### config.mk
export PLATFORM = sky130hd
export DESIGN_NAME = sdram_pbm_top
export DESIGN_NICKNAME = d
export VERILOG_FILES = /design/src/rtl/sdram_pbm_pkg.sv /design/src/rtl/pbm_ctrl.sv /design/src/rtl/pbm_dp.sv /design/src/rtl/sdram_pbm_top.sv
export SDC_FILE = /design/constraint.sdc
export NUM_CORES = 1
export LEC_CHECK = 0
export ABC_AREA = 1
export BUFFER_PORTS_ARGS = -buffer_cell sky130_fd_sc_hd__buf_2
export CAP_MARGIN = 20
export CORE_UTILIZATION = 50
export CTS_BUF_LIST = sky130_fd_sc_hd__clkbuf_8
export DETAILED_ROUTE_END_ITERATION = 8
export PLACE_DENSITY = 0.69
export SETUP_SLACK_MARGIN = 0.02
export SLEW_MARGIN = 20
export SYNTH_ARGS = -nofsm -noshare
export SYNTH_HDL_FRONTEND = slang
export SYNTH_HIERARCHICAL = 1
export SYNTH_SLANG_ARGS = --single-unit
### constraint.sdc
create_clock -name clk -period 5.04 [get_ports clk]
set_input_delay 0.504 -clock clk [delete_from_list [all_inputs] [get_ports clk]]
set_output_delay 0.504 -clock clk [all_outputs]
set_load 0.01 [all_outputs]
### src/rtl/sdram_pbm_pkg.sv
package sdram_pbm_pkg;
  localparam int NUM_BANKS   = 4;
  localparam int BANK_W      = 2;
  localparam int COL_W       = 8;
  localparam int OFS_W       = 2;
  localparam int BANK_LSB    = OFS_W + COL_W;
  localparam int FIXED_LOW_W = OFS_W + COL_W + BANK_W;
  localparam int NUM_REGS    = 8;
  localparam int SEL_W       = 4;
  localparam int INC_W       = 32;

  localparam int REG_ACT   = 0;
  localparam int REG_INTRA = 1;
  localparam int REG_INTER = 2;
  localparam int REG_WORDS = 3;
  localparam int REG_CYC   = 4;
  localparam int REG_EACT  = 5;
  localparam int REG_EDATA = 6;
  localparam int REG_ESTAT = 7;

  typedef struct packed {
    logic clr;
    logic tick;
    logic acc;
    logic act;
    logic intra;
    logic inter;
  } pbmStrobe_t;
endpackage

### src/rtl/pbm_ctrl.sv
module pbm_ctrl
  import sdram_pbm_pkg::*;
#(
  parameter int ROW_W = 12
) (
  input  logic                         clk,
  input  logic                         rst_n,
  input  logic                         enable,
  input  logic                         clear,
  input  logic                         reqValid,
  input  logic [ROW_W+FIXED_LOW_W-1:0] reqAddr,
  output pbmStrobe_t                   strobe
);
  logic [BANK_W-1:0] reqBank;
  logic [ROW_W-1:0]  reqRow;
  logic              accept;
  logic              bankOpen;
  logic              rowMatch;
  logic [NUM_BANKS-1:0] openValid;
  logic [ROW_W-1:0]  openRow [NUM_BANKS];
  logic [BANK_W-1:0] prevBank;
  logic              unusedLowBits;

  // field extraction
  assign reqBank       = reqAddr[BANK_LSB +: BANK_W];
  assign reqRow        = reqAddr[FIXED_LOW_W +: ROW_W];
  assign unusedLowBits = ^reqAddr[BANK_LSB-1:0];

  assign accept   = enable && reqValid && !clear;
  assign bankOpen = openValid[reqBank];
  assign rowMatch = (openRow[reqBank] == reqRow);

  always_comb begin
    strobe       = '0;
    strobe.clr   = clear;
    strobe.tick  = enable && !clear;
    strobe.acc   = accept;
    strobe.act   = accept && (!bankOpen || !rowMatch);
    strobe.intra = accept && bankOpen && !rowMatch && (reqBank == prevBank);
    strobe.inter = accept && bankOpen && !rowMatch && (reqBank != prevBank);
  end

  always_ff @(posedge clk or negedge rst_n) begin
    if (!rst_n) begin
      openValid <= '0;
      prevBank  <= '0;
    end else if (clear) begin
      openValid <= '0;
      prevBank  <= '0;
    end else if (accept) begin
      openValid[reqBank] <= 1'b1;
      prevBank           <= reqBank;
    end
  end

  generate
    for (genvar b = 0; b < NUM_BANKS; b++) begin : g_row
      always_ff @(posedge clk or negedge rst_n) begin
        if (!rst_n)
          openRow[b] <= '0;
        else if (accept && reqBank == BANK_W'(b))
          openRow[b] <= reqRow;
      end
    end
  endgenerate

  // an accepted access leaves its bank open on the accessed row
  p_open_after_access_r2: assert property (@(posedge clk) disable iff (!rst_n)
    accept |=> openValid[$past(reqBank)] && openRow[$past(reqBank)] == $past(reqRow));

  // clear closes every bank
  p_clear_closes_r10: assert property (@(posedge clk) disable iff (!rst_n)
    clear |=> openValid == '0);

  // a repeat of the previous bank and row never activates
  p_repeat_hit_r3: assert property (@(posedge clk) disable iff (!rst_n)
    (accept && $past(accept) && reqBank == $past(reqBank) && reqRow == $past(reqRow))
      |-> !strobe.act);

  // intra and inter never together, and each implies an activation
  p_class_act_r4: assert property (@(posedge clk) disable iff (!rst_n)
    (strobe.intra || strobe.inter) |-> (strobe.act && !(strobe.intra && strobe.inter)));
endmodule

### src/rtl/pbm_dp.sv
module pbm_dp
  import sdram_pbm_pkg::*;
#(
  parameter int BURST_W    = 4,
  parameter int ACC_W      = 48,
  parameter int E_ACT      = 130,
  parameter int E_STAT_ACT = 70,
  parameter int E_WORD     = 36,
  parameter int E_STAT_CYC = 1
) (
  input  logic               clk,
  input  logic               rst_n,
  input  pbmStrobe_t         strb,
  input  logic [BURST_W-1:0] burst,
  input  logic [SEL_W-1:0]   rdSel,
  output logic [ACC_W-1:0]   rdData
);
  localparam int SUM_W = ((ACC_W > INC_W) ? ACC_W : INC_W) + 1;
  localparam logic [SUM_W-1:0] SAT_MAX = SUM_W'({ACC_W{1'b1}});
  localparam logic [INC_W-1:0] K_ACT   = INC_W'(E_ACT);
  localparam logic [INC_W-1:0] K_SACT  = INC_W'(E_STAT_ACT);
  localparam logic [INC_W-1:0] K_WORD  = INC_W'(E_WORD);
  localparam logic [INC_W-1:0] K_SCYC  = INC_W'(E_STAT_CYC);

  logic [INC_W-1:0] inc  [NUM_REGS];
  logic [ACC_W-1:0] accs [NUM_REGS];
  logic [INC_W-1:0] burstW;

  assign burstW = INC_W'(burst);

  always_comb begin
    inc[REG_ACT]   = INC_W'(strb.act);
    inc[REG_INTRA] = INC_W'(strb.intra);
    inc[REG_INTER] = INC_W'(strb.inter);
    inc[REG_WORDS] = strb.acc ? burstW : '0;
    inc[REG_CYC]   = INC_W'(strb.tick);
    inc[REG_EACT]  = strb.act ? K_ACT : '0;
    inc[REG_EDATA] = strb.acc ? burstW * K_WORD : '0;
    inc[REG_ESTAT] = (strb.act ? K_SACT : '0) + (strb.tick ? K_SCYC : '0);
  end

  generate
    for (genvar g = 0; g < NUM_REGS; g++) begin : g_acc
      logic [SUM_W-1:0] sum;
      assign sum = SUM_W'(accs[g]) + SUM_W'(inc[g]);

      always_ff @(posedge clk or negedge rst_n) begin
        if (!rst_n)
          accs[g] <= '0;
        else if (strb.clr)
          accs[g] <= '0;
        else if (sum > SAT_MAX)
          accs[g] <= SAT_MAX[ACC_W-1:0];
        else
          accs[g] <= sum[ACC_W-1:0];
      end

      // no wrap, no decrease without clear
      p_no_wrap_r9: assert property (@(posedge clk) disable iff (!rst_n)
        !strb.clr |=> accs[g] >= $past(accs[g]));

      // clear zeroes every accumulator
      p_clear_zero_r10: assert property (@(posedge clk) disable iff (!rst_n)
        strb.clr |=> accs[g] == '0);
    end
  endgenerate

  // cycle counter steps by one per enabled cycle below the limit
  p_cycle_step_r8: assert property (@(posedge clk) disable iff (!rst_n)
    (strb.tick && accs[REG_CYC] != SAT_MAX[ACC_W-1:0])
      |=> accs[REG_CYC] == $past(accs[REG_CYC]) + 1'b1);

  // read mux
  always_comb begin
    if (rdSel < SEL_W'(NUM_REGS))
      rdData = accs[rdSel[2:0]];
    else
      rdData = '0;
  end
endmodule

### src/rtl/sdram_pbm_top.sv
module sdram_pbm_top
  import sdram_pbm_pkg::*;
#(
  parameter int ROW_W      = 12,
  parameter int BURST_W    = 4,
  parameter int ACC_W      = 48,
  parameter int E_ACT      = 130,
  parameter int E_STAT_ACT = 70,
  parameter int E_WORD     = 36,
  parameter int E_STAT_CYC = 1
) (
  input  logic                         clk,
  input  logic                         rst_n,
  input  logic                         enable,
  input  logic                         clear,
  input  logic                         reqValid,
  input  logic [ROW_W+FIXED_LOW_W-1:0] reqAddr,
  input  logic [BURST_W-1:0]           reqBurst,
  input  logic [SEL_W-1:0]             rdSel,
  output logic [ACC_W-1:0]             rdData
);
  pbmStrobe_t strobe;

  pbm_ctrl #(.ROW_W(ROW_W)) u_ctrl (
    .clk      (clk),
    .rst_n    (rst_n),
    .enable   (enable),
    .clear    (clear),
    .reqValid (reqValid),
    .reqAddr  (reqAddr),
    .strobe   (strobe)
  );

  pbm_dp #(
    .BURST_W    (BURST_W),
    .ACC_W      (ACC_W),
    .E_ACT      (E_ACT),
    .E_STAT_ACT (E_STAT_ACT),
    .E_WORD     (E_WORD),
    .E_STAT_CYC (E_STAT_CYC)
  ) u_dp (
    .clk    (clk),
    .rst_n  (rst_n),
    .strb   (strobe),
    .burst  (reqBurst),
    .rdSel  (rdSel),
    .rdData (rdData)
  );
endmodule

==> results of run 1 <==
-- flip-flops by register name, indices dropped and copies added (netlist names) --
name / count
u_ctrl/openValid: 4
u_ctrl/openRow: 48
u_dp/accs: 383
u_ctrl/prevBank: 2
-- stage by stage --
step / hold slack (ns) / cells / cell area, sq um / setup slack (ns) / total power [mW]
floorplan: 0.208 / 4631 / 30600 / 1.95 / 4.12
CTS: 0.0894 / 5502 / 33300 / 1.33 / 8.15
global placement: 0.467 / 5352 / 31500 / 0.806 / 4.44
finish: 0.136 / 5505 / 33300 / 1.23 / 8.11
global route: 0.118 / 5503 / 33300 / 1.00 / 8.42
detailed placement: 0.474 / 5352 / 31500 / 0.784 / 4.44
-- how the worst max path moves through the flow --
stage,start,to,slack [ns],depth (start not counted)
finish,u_ctrl/openRow[4],u_dp/accs[17],1.23,22
global route,u_ctrl/openRow[8],u_dp/accs[24],1.00,20
CTS,u_ctrl/openRow[4],u_dp/accs[17],1.33,22
detailed placement,reqAddr[10],u_dp/accs[47],0.78,23
global placement,reqAddr[10],u_dp/accs[17],0.81,23
floorplan,reqAddr[10],u_dp/accs[369],1.95,21
-- Yosys cell counts (11+ instances only) --
| master | count |
|---|---|
| clkbuf_1 | 111 |
| dfrtp_1 | 437 |
| buf_6 | 19 |
| nand3_2 | 11 |
| o21ai_0 | 280 |
| a31oi_1 | 47 |
| nand3_1 | 276 |
| nor2_1 | 585 |
| buf_2 | 29 |
| buf_1 | 13 |
| nand4_1 | 112 |
| a21oi_1 | 492 |
| xor2_1 | 171 |
| xnor2_1 | 50 |
| nand2_1 | 1316 |
| inv_1 | 423 |
| ha_1 | 30 |
| nor3_1 | 117 |
-- worst register-to-register path, stage by stage (launching register included) --
cell      delay, ns
dfrtp_1        0.38
nand2_1        0.07
nand2_1        0.05
nand2_1        0.07
nand2_1        0.05
nand2_1        0.05
nand2_1        0.05
nor2_1         0.10
nand2_1        0.08
nor2_1         0.18
nand3_1        0.11
nand2_1        0.09
inv_1          0.28
ha_1           0.51
nand2_1        0.11
a21boi_2       0.21
nand2_1        0.15
a21oi_4        0.20
nand3_2        0.40
buf_12         0.34
nand3_1        0.12
nand2_1        0.05
inv_1          0.08
-- cells by family after synthesis --
family,after synthesis
AO/OA/AOI/OAI,863
XOR/XNOR,221
AND/OR/NAND/NOR,2467
flip-flops,437
adder cells (fa/ha/maj),33
buffers and inverters,610
-- routing by layer --
metal	routed length, um	vias up
met5	13	-
met4	6680	2
met3	10600	292
met2	50300	1457
met1	49400	14900
li1	-	15200
-- layout make-up --
| class | count | area [sq um] | share of cell area |
|---|---|---|---|
| diodes | 3 | 7.51 | 0.000226 |
| clock buffers | 107 | 1470 | 0.0442 |
| clock inverters | 42 | 263 | 0.00790 |
| inverters | 434 | 1640 | 0.0491 |
| multi-input cells | 3584 | 17200 | 0.517 |
| flip-flops and latches | 437 | 10900 | 0.329 |
| well taps | 782 | 978 | 0.0294 |
| repair buffers | 116 | 779 | 0.0234 |
-- repair_timing --
action | CTS | global route
endpoints found under the setup margin | 0 | 0
endpoints found under the hold margin | 75 | 0
hold buffers | 1 | 0
-- power breakdown --
group,switching [mW],total (mW),internal (mW),leakage [nW]
registers,0.0535,3.65,3.60,6.04
logic,0.556,0.750,0.194,6.53
clock network,1.69,3.70,2.01,0.984
==> results by group, run 1 <==
Worst setup path
  – Crit path max-delay cell type: ha_1
  – Req. time, crit path: 5.66 ns
  – CP max FO: 31
  – Crit path top cell by count: nand2_1
  – Cell Chain, Critical Path: nand2_1 > nand2_1 > nand2_1 > nand2_1 > nand2_1 > nand2_1 > nor2_1 > nand2_1 > nor2_1 > nand3_1 > nand2_1 > inv_1 > ha_1 > nand2_1 > a21boi_2 > nand2_1 > a21oi_4 > nand3_2 > buf_12 > nand3_1 > nand2_1 > inv_1
  – Worst setup SP type: register
  – CP Capture Type: register
  – R2R cell count: 22
  – Flop2flop setup slack: 1.23 ns
  – FF-to-FF End: u_dp/accs[17]
  – Critical path arrival: 4.43 ns
  – CP bufs+invs: 3
  – R2r startpoint: u_ctrl/openRow[4]
  – WS Path Type: reg2reg
  – Slowest stage delay, CP: 0.50 ns
  – Top delay family on crit path: simple AND/OR/NAND/NOR gates

Clocking
  – CTS tree: done
  – Root Driver: clkbuf_8
  – Inserted Clock Buffers: 85
  – Max clock buf depth: 3
  – Latest clock arrival within the worst-skew pair: 0.71 ns
  – CTS clk-pin slew, worst paths: 0.06 ns
  – Cts repair resizes: 0
  – Post-CTS setup buffers: 0
  – H-tree depth: 3
  – Sink Count: 437

Global route
  – M3 GR Usage: 0.0754
  – Layer with the highest usage: met2
  – Met1 Track Usage GR: 0.508
  – Total gr overflow: 0
  – Largest net degree at the start of global routing: 119
  – GRT Overall Usage: 0.373
  – Vias in the first global route: 29900
  – Antenna violations before repair: 2
  – First-pass GRT wire length: 178000 um
  – Met2 usage: 0.557

Synthesis
  – Synth top area cells: dfrtp_1 (36%), nand2_1 (16%), a21oi_1 (8.0%)
  – Post-Synth Simple-Gate Area: 0.337
  – Flops & latches, synth: 437
  – Synth async-reset ratio: 1.00
  – Yosys cell types: 48
  – Xor-xnor portion of the synthesized cell area: 0.0632
  – Post-Synthesis Cells: 4631
  – Post-synthesis mux area share: 0
  – Largest family of logic cells by synthesized area: simple AND/OR/NAND/NOR gates
  – Post-Syn Area per Cell: 6.61 sq um
  – Leading area contributor after synthesis: dfrtp_1
  – Post-synth net total: 4701
  – Post-synthesis cell area: 30600 sq um
  – Ys Warns: 6
  – Synth Area in Compound Gates: 0.147
  – Main flop type after synthesis: dfrtp_1
  – Post-synth EDFFs: 0
  – Seq/Total Area, Yosys: 0.357
  – Synth top area share: 0.357
  – Adder-cell share of the synthesized area: 0.0142

Detailed routing
  – DRT Wirelength: 117000 um
  – Initial DRC Count: 3627
  – DR vias/cell: 5.78
  – TritonRoute pass-1 iters: 6
  – Avg WL per Cell: 21.3 um
  – Via Count: 31800
  – Antenna Nets Post-Route: 0
  – DRC viols: 0

Die
  – Core Rows: 90
  – Core area: 60500 sq um
  – DIE HEIGHT: 249 um
  – Die ar.: 62200 sq um
  – Die Span X: 249 um
  – Initial core utilization: 0.506
  – I/O pin count: 85

Cells and area
  – Most common cell after layout, fill and taps aside: nand2_1
  – Share of cells above drive strength 1: 0.0663
  – Final core utilization: 0.550
  – Area Overhead vs Synth: 8.68%
  – # fillers: 6178
  – Most frequent cells in the layout: nand2_1 (1316), nor2_1 (585), a21oi_1 (492)
  – Layout Nets: 4728

Min path
  – Hold endpoint: u_dp/accs[310]
  – Hold Startpoint: clear
  – Hold-critical path depth: 2
  – Hold Crit Class: in2reg

Timing
  – Rel. slew slack: 0.242
  – Post-route clock skew: 0.0355 ns
  – Period utilization: 0.755
  – Final TNS setup: 0 ns
  – Final Hold Fails: 0
  – Unrepaired setup endpoints after global routing: no
  – Post-layout min period: 3.81 ns
  – Final Slew Violations: 0
  – Final setup violation count: 0
  – Worst-Margin Slew: 1.14 ns
  – Peak Freq: 0.263 GHz

Run
  – Max-cap violations: 0

Place
  – GP Congestion: 1.05
  – IO Port Bufs: 74
  – Dpl hpwl: 88800 um

Power
  – IR drop worst, VDD: 0.000244 V
  – Leakage power figure: 13.6 nW
  – Cell area power density: 244 nW/um^2

Status
  – Status: complete, no violations
No activity file was read; power rests on OpenSTA's default activity.
==> run 2: changes to the inputs <==
- ABC_AREA: 1 -> 0
- clock period: 5.04 -> 3.7 ns (I/O delays scaled with it)
==> results by group, run 2 <==
Detailed routing
  – Avg WL per Cell: 21.5 um
  – Antenna Nets Post-Route: 0
  – TritonRoute pass-1 iters: 5
  – DRT Wirelength: 73000 um
  – DRC viols: 0
  – DR vias/cell: 6.19
  – Initial DRC Count: 2182
  – Via Count: 21000

Clocking
  – H-tree depth: 3
  – Inserted Clock Buffers: 79
  – CTS clk-pin slew, worst paths: 0.06 ns
  – Root Driver: clkbuf_8
  – Latest clock arrival within the worst-skew pair: 0.67 ns
  – Sink Count: 437
  – CTS tree: done
  – Max clock buf depth: 3

Die
  – Core area: 50400 sq um
  – Core Rows: 82
  – Die Span X: 229 um
  – Initial core utilization: 0.509
  – I/O pin count: 85
  – DIE HEIGHT: 229 um
  – Die ar.: 52200 sq um

Timing
  – Worst-Margin Slew: 0.966 ns
  – Final hold slack: 0.0471 ns
  – Final Worst Setup Slack: 0.108 ns
  – Final Hold Fails: 0
  – Post-layout min period: 3.59 ns
  – Period utilization: 0.971
  – Unrepaired setup endpoints after global routing: yes
  – Peak Freq: 0.278 GHz
  – Post-route clock skew: 0.0307 ns
  – Final setup violation count: 0
  – Rel. slew slack: 0.356
  – Final Slew Violations: 0

Cells and area
  – Most common cell after layout, fill and taps aside: dfrtp_1
  – Most frequent cells in the layout: dfrtp_1 (437), a21oi_1 (317), xor2_1 (161)
  – Area Overhead vs Synth: 14.5%
  – Layout Nets: 2734
  – Multi-input gate area: 14100 sq um
  – Biggest register: u_dp/accs
  – Register area: 10900 sq um
  – # fillers: 4244
  – Share of cells above drive strength 1: 0.196
  – Max reg flops: 383
  – Largest registers: u_dp/accs (383), u_ctrl/openRow (48), u_ctrl/openValid (4)

Synthesis
  – Ys Warns: 6
  – Post-synthesis cell area: 25700 sq um
  – Seq/Total Area, Yosys: 0.426
  – Main flop type after synthesis: dfrtp_1
  – Yosys cell types: 70
  – Post-synth EDFFs: 0
  – Synth top area cells: dfrtp_1 (43%), mux4_2 (8.7%), a21oi_1 (6.3%)
  – Post-Synthesis Cells: 2507
  – Most frequent cells after synthesis: dfrtp_1 (437), a21oi_1 (321), xor2_1 (161), xnor2_1 (160), nand3_1 (156)
  – Post-synth net total: 2577
  – Synth top area share: 0.426
  – Post-Syn Area per Cell: 10.2 sq um
  – Synth async-reset ratio: 1.00
  – Leading area contributor after synthesis: dfrtp_1
  – Flops & latches, synth: 437
  – Most common cell in the netlist: dfrtp_1

Power
  – Internal power: 7.68 mW
  – Reg power frac: 0.490
  – Clock share of power: 0.438
  – Leakage power figure: 12.2 nW
  – IR drop worst, VDD: 0.000357 V
  – Comb pwr share: 0.072
  – Cell area power density: 347 nW/um^2
  – P_sw: 2.52 mW
  – Sw Share: 0.247

Worst setup path
  – WS Path Type: reg2reg
  – CP Capture Type: register
  – Worst setup SP type: register
  – Req. time, crit path: 4.26 ns
  – Critical path arrival: 4.15 ns
  – CP max FO: 38

Run
  – Max-cap violations: 0

Global route
  – GRT Overall Usage: 0.278
  – Vias in the first global route: 20300
  – Antenna violations before repair: 2
  – First-pass GRT wire length: 114000 um
  – Largest net degree at the start of global routing: 195
  – Total gr overflow: 0

Place
  – Pre-CTS setup slack: -0.441 ns
  – IO Port Bufs: 74
  – GP Congestion: 0.942
  – Dpl hpwl: 51900 um

Status
  – Status: complete, no violations

Min path
  – Hold Crit Class: in2reg
-- run 2: cell count changes after synthesis, moves of 30 or more --
cell | before | now
mux4_2 | 0 | 99
nand2_1 | 1316 | 139
a21oi_1 | 492 | 321
inv_1 | 423 | 56
xnor2_1 | 50 | 160
mux2_2 | 0 | 48
and3_1 | 1 | 71
nor3_1 | 117 | 85
nand3_1 | 276 | 156
mux2i_1 | 0 | 55
nor2_1 | 585 | 153
nand4_1 | 112 | 82
o21ai_0 | 280 | 57
-- run 2: stage by stage --
step | TNS [ns] | total power, mW | instances | area, sq um | utilization
final | 0 | 10.2 | 3390 | 29400 | 0.583
after global routing | -0.424 | 10.6 | 3389 | 29400 | 0.583
after CTS | 0 | 10.3 | 3383 | 29200 | 0.579
after detailed placement | -65.82 | 5.79 | 3236 | 27500 | 0.545
after global placement | -54.26 | 5.76 | 3236 | 27500 | 0.545
after floorplan | -0.0529 | 5.53 | 2507 | 25700 | -
-- run 2: area by class of cell --
cell class,instances,area share
multi-input cells,1868,0.479
flip-flops and latches,437,0.372
repair buffers,222,0.0612
clock buffers,97,0.0455
well taps,672,0.0286
inverters,56,0.00716
clock inverters,37,0.00665
diodes,1,0.0000852
-- run 2: per-layer routing --
metal	track usage	up-vias	part of all wire
li1	-	9490	-
met1	0.371	10500	0.40
met2	0.445	883	0.48
met3	0.0615	149	0.087
met4	0.0988	0	0.033
met5	0	-	0
-- run 2: path summary, 6_finish.rpt --
path | from | endpoint | slack (ns) | cells past startpoint
max | u_ctrl/openRow[22] | u_dp/accs[277] | 0.11 | 14
min | enable | u_ctrl/prevBank[0] | 0.05 | 3
max reg2reg | u_ctrl/openRow[22] | u_dp/accs[277] | 0.11 | 14
min reg2reg | u_ctrl/openRow[32] | u_ctrl/openRow[32] | 0.50 | 1
max in group asynchronous | rst_n | u_dp/accs[227] | 2.30 | 3
min in group asynchronous | rst_n | u_ctrl/openRow[18] | 0.39 | 2
-- run 2: power groups by stage --
| stage | Combinational [mW] | Clock, mW | Sequential (mW) |
|---|---|---|---|
| final | 0.738 | 4.46 | 5.00 |
| after global routing | 0.807 | 4.77 | 5.01 |
| after CTS | 0.731 | 4.56 | 5.00 |
| after detailed placement | 0.715 | 0 | 5.08 |
| after global placement | 0.695 | 0 | 5.07 |
| after floorplan | 0.480 | 0 | 5.05 |
-- run 2: worst max-delay path: stages, from the launching register on --
cell and delay (ns):
dfrtp_1 0.39, mux4_1 0.53, xnor2_1 0.15, nand4_1 0.16
nor3_4 0.06, nor3_1 0.24, ha_1 0.21, ha_1 0.17
inv_1 0.08, nor4_4 0.27, buf_4 0.19, nand2_1 0.09
or4_4 0.58, buf_12 0.19, a21oi_1 0.18
-- run 2: kinds of logic (layout without fill, tap and decap cells) --
logic type,after synthesis,in the layout,share of synthesized area
mux,212,212,0.140
compound gates,470,470,0.102
buf+inv,202,412,0.0352
flops,437,437,0.426
fa+ha+maj,33,33,0.0170
xor+xnor,322,322,0.110
other cells,0,1,0
simple gates,831,831,0.170
-- run 2: what timing repair did --
action | in CTS | in global routing
cloned | 0 | 1
hold buffers | 13 | 0
pin swaps | 0 | 9
setup buffers | 0 | 5
hold endpoints to repair | 130 | 0
endpoints found under the setup margin | 15 | 151
gates resized for setup | 2 | 32
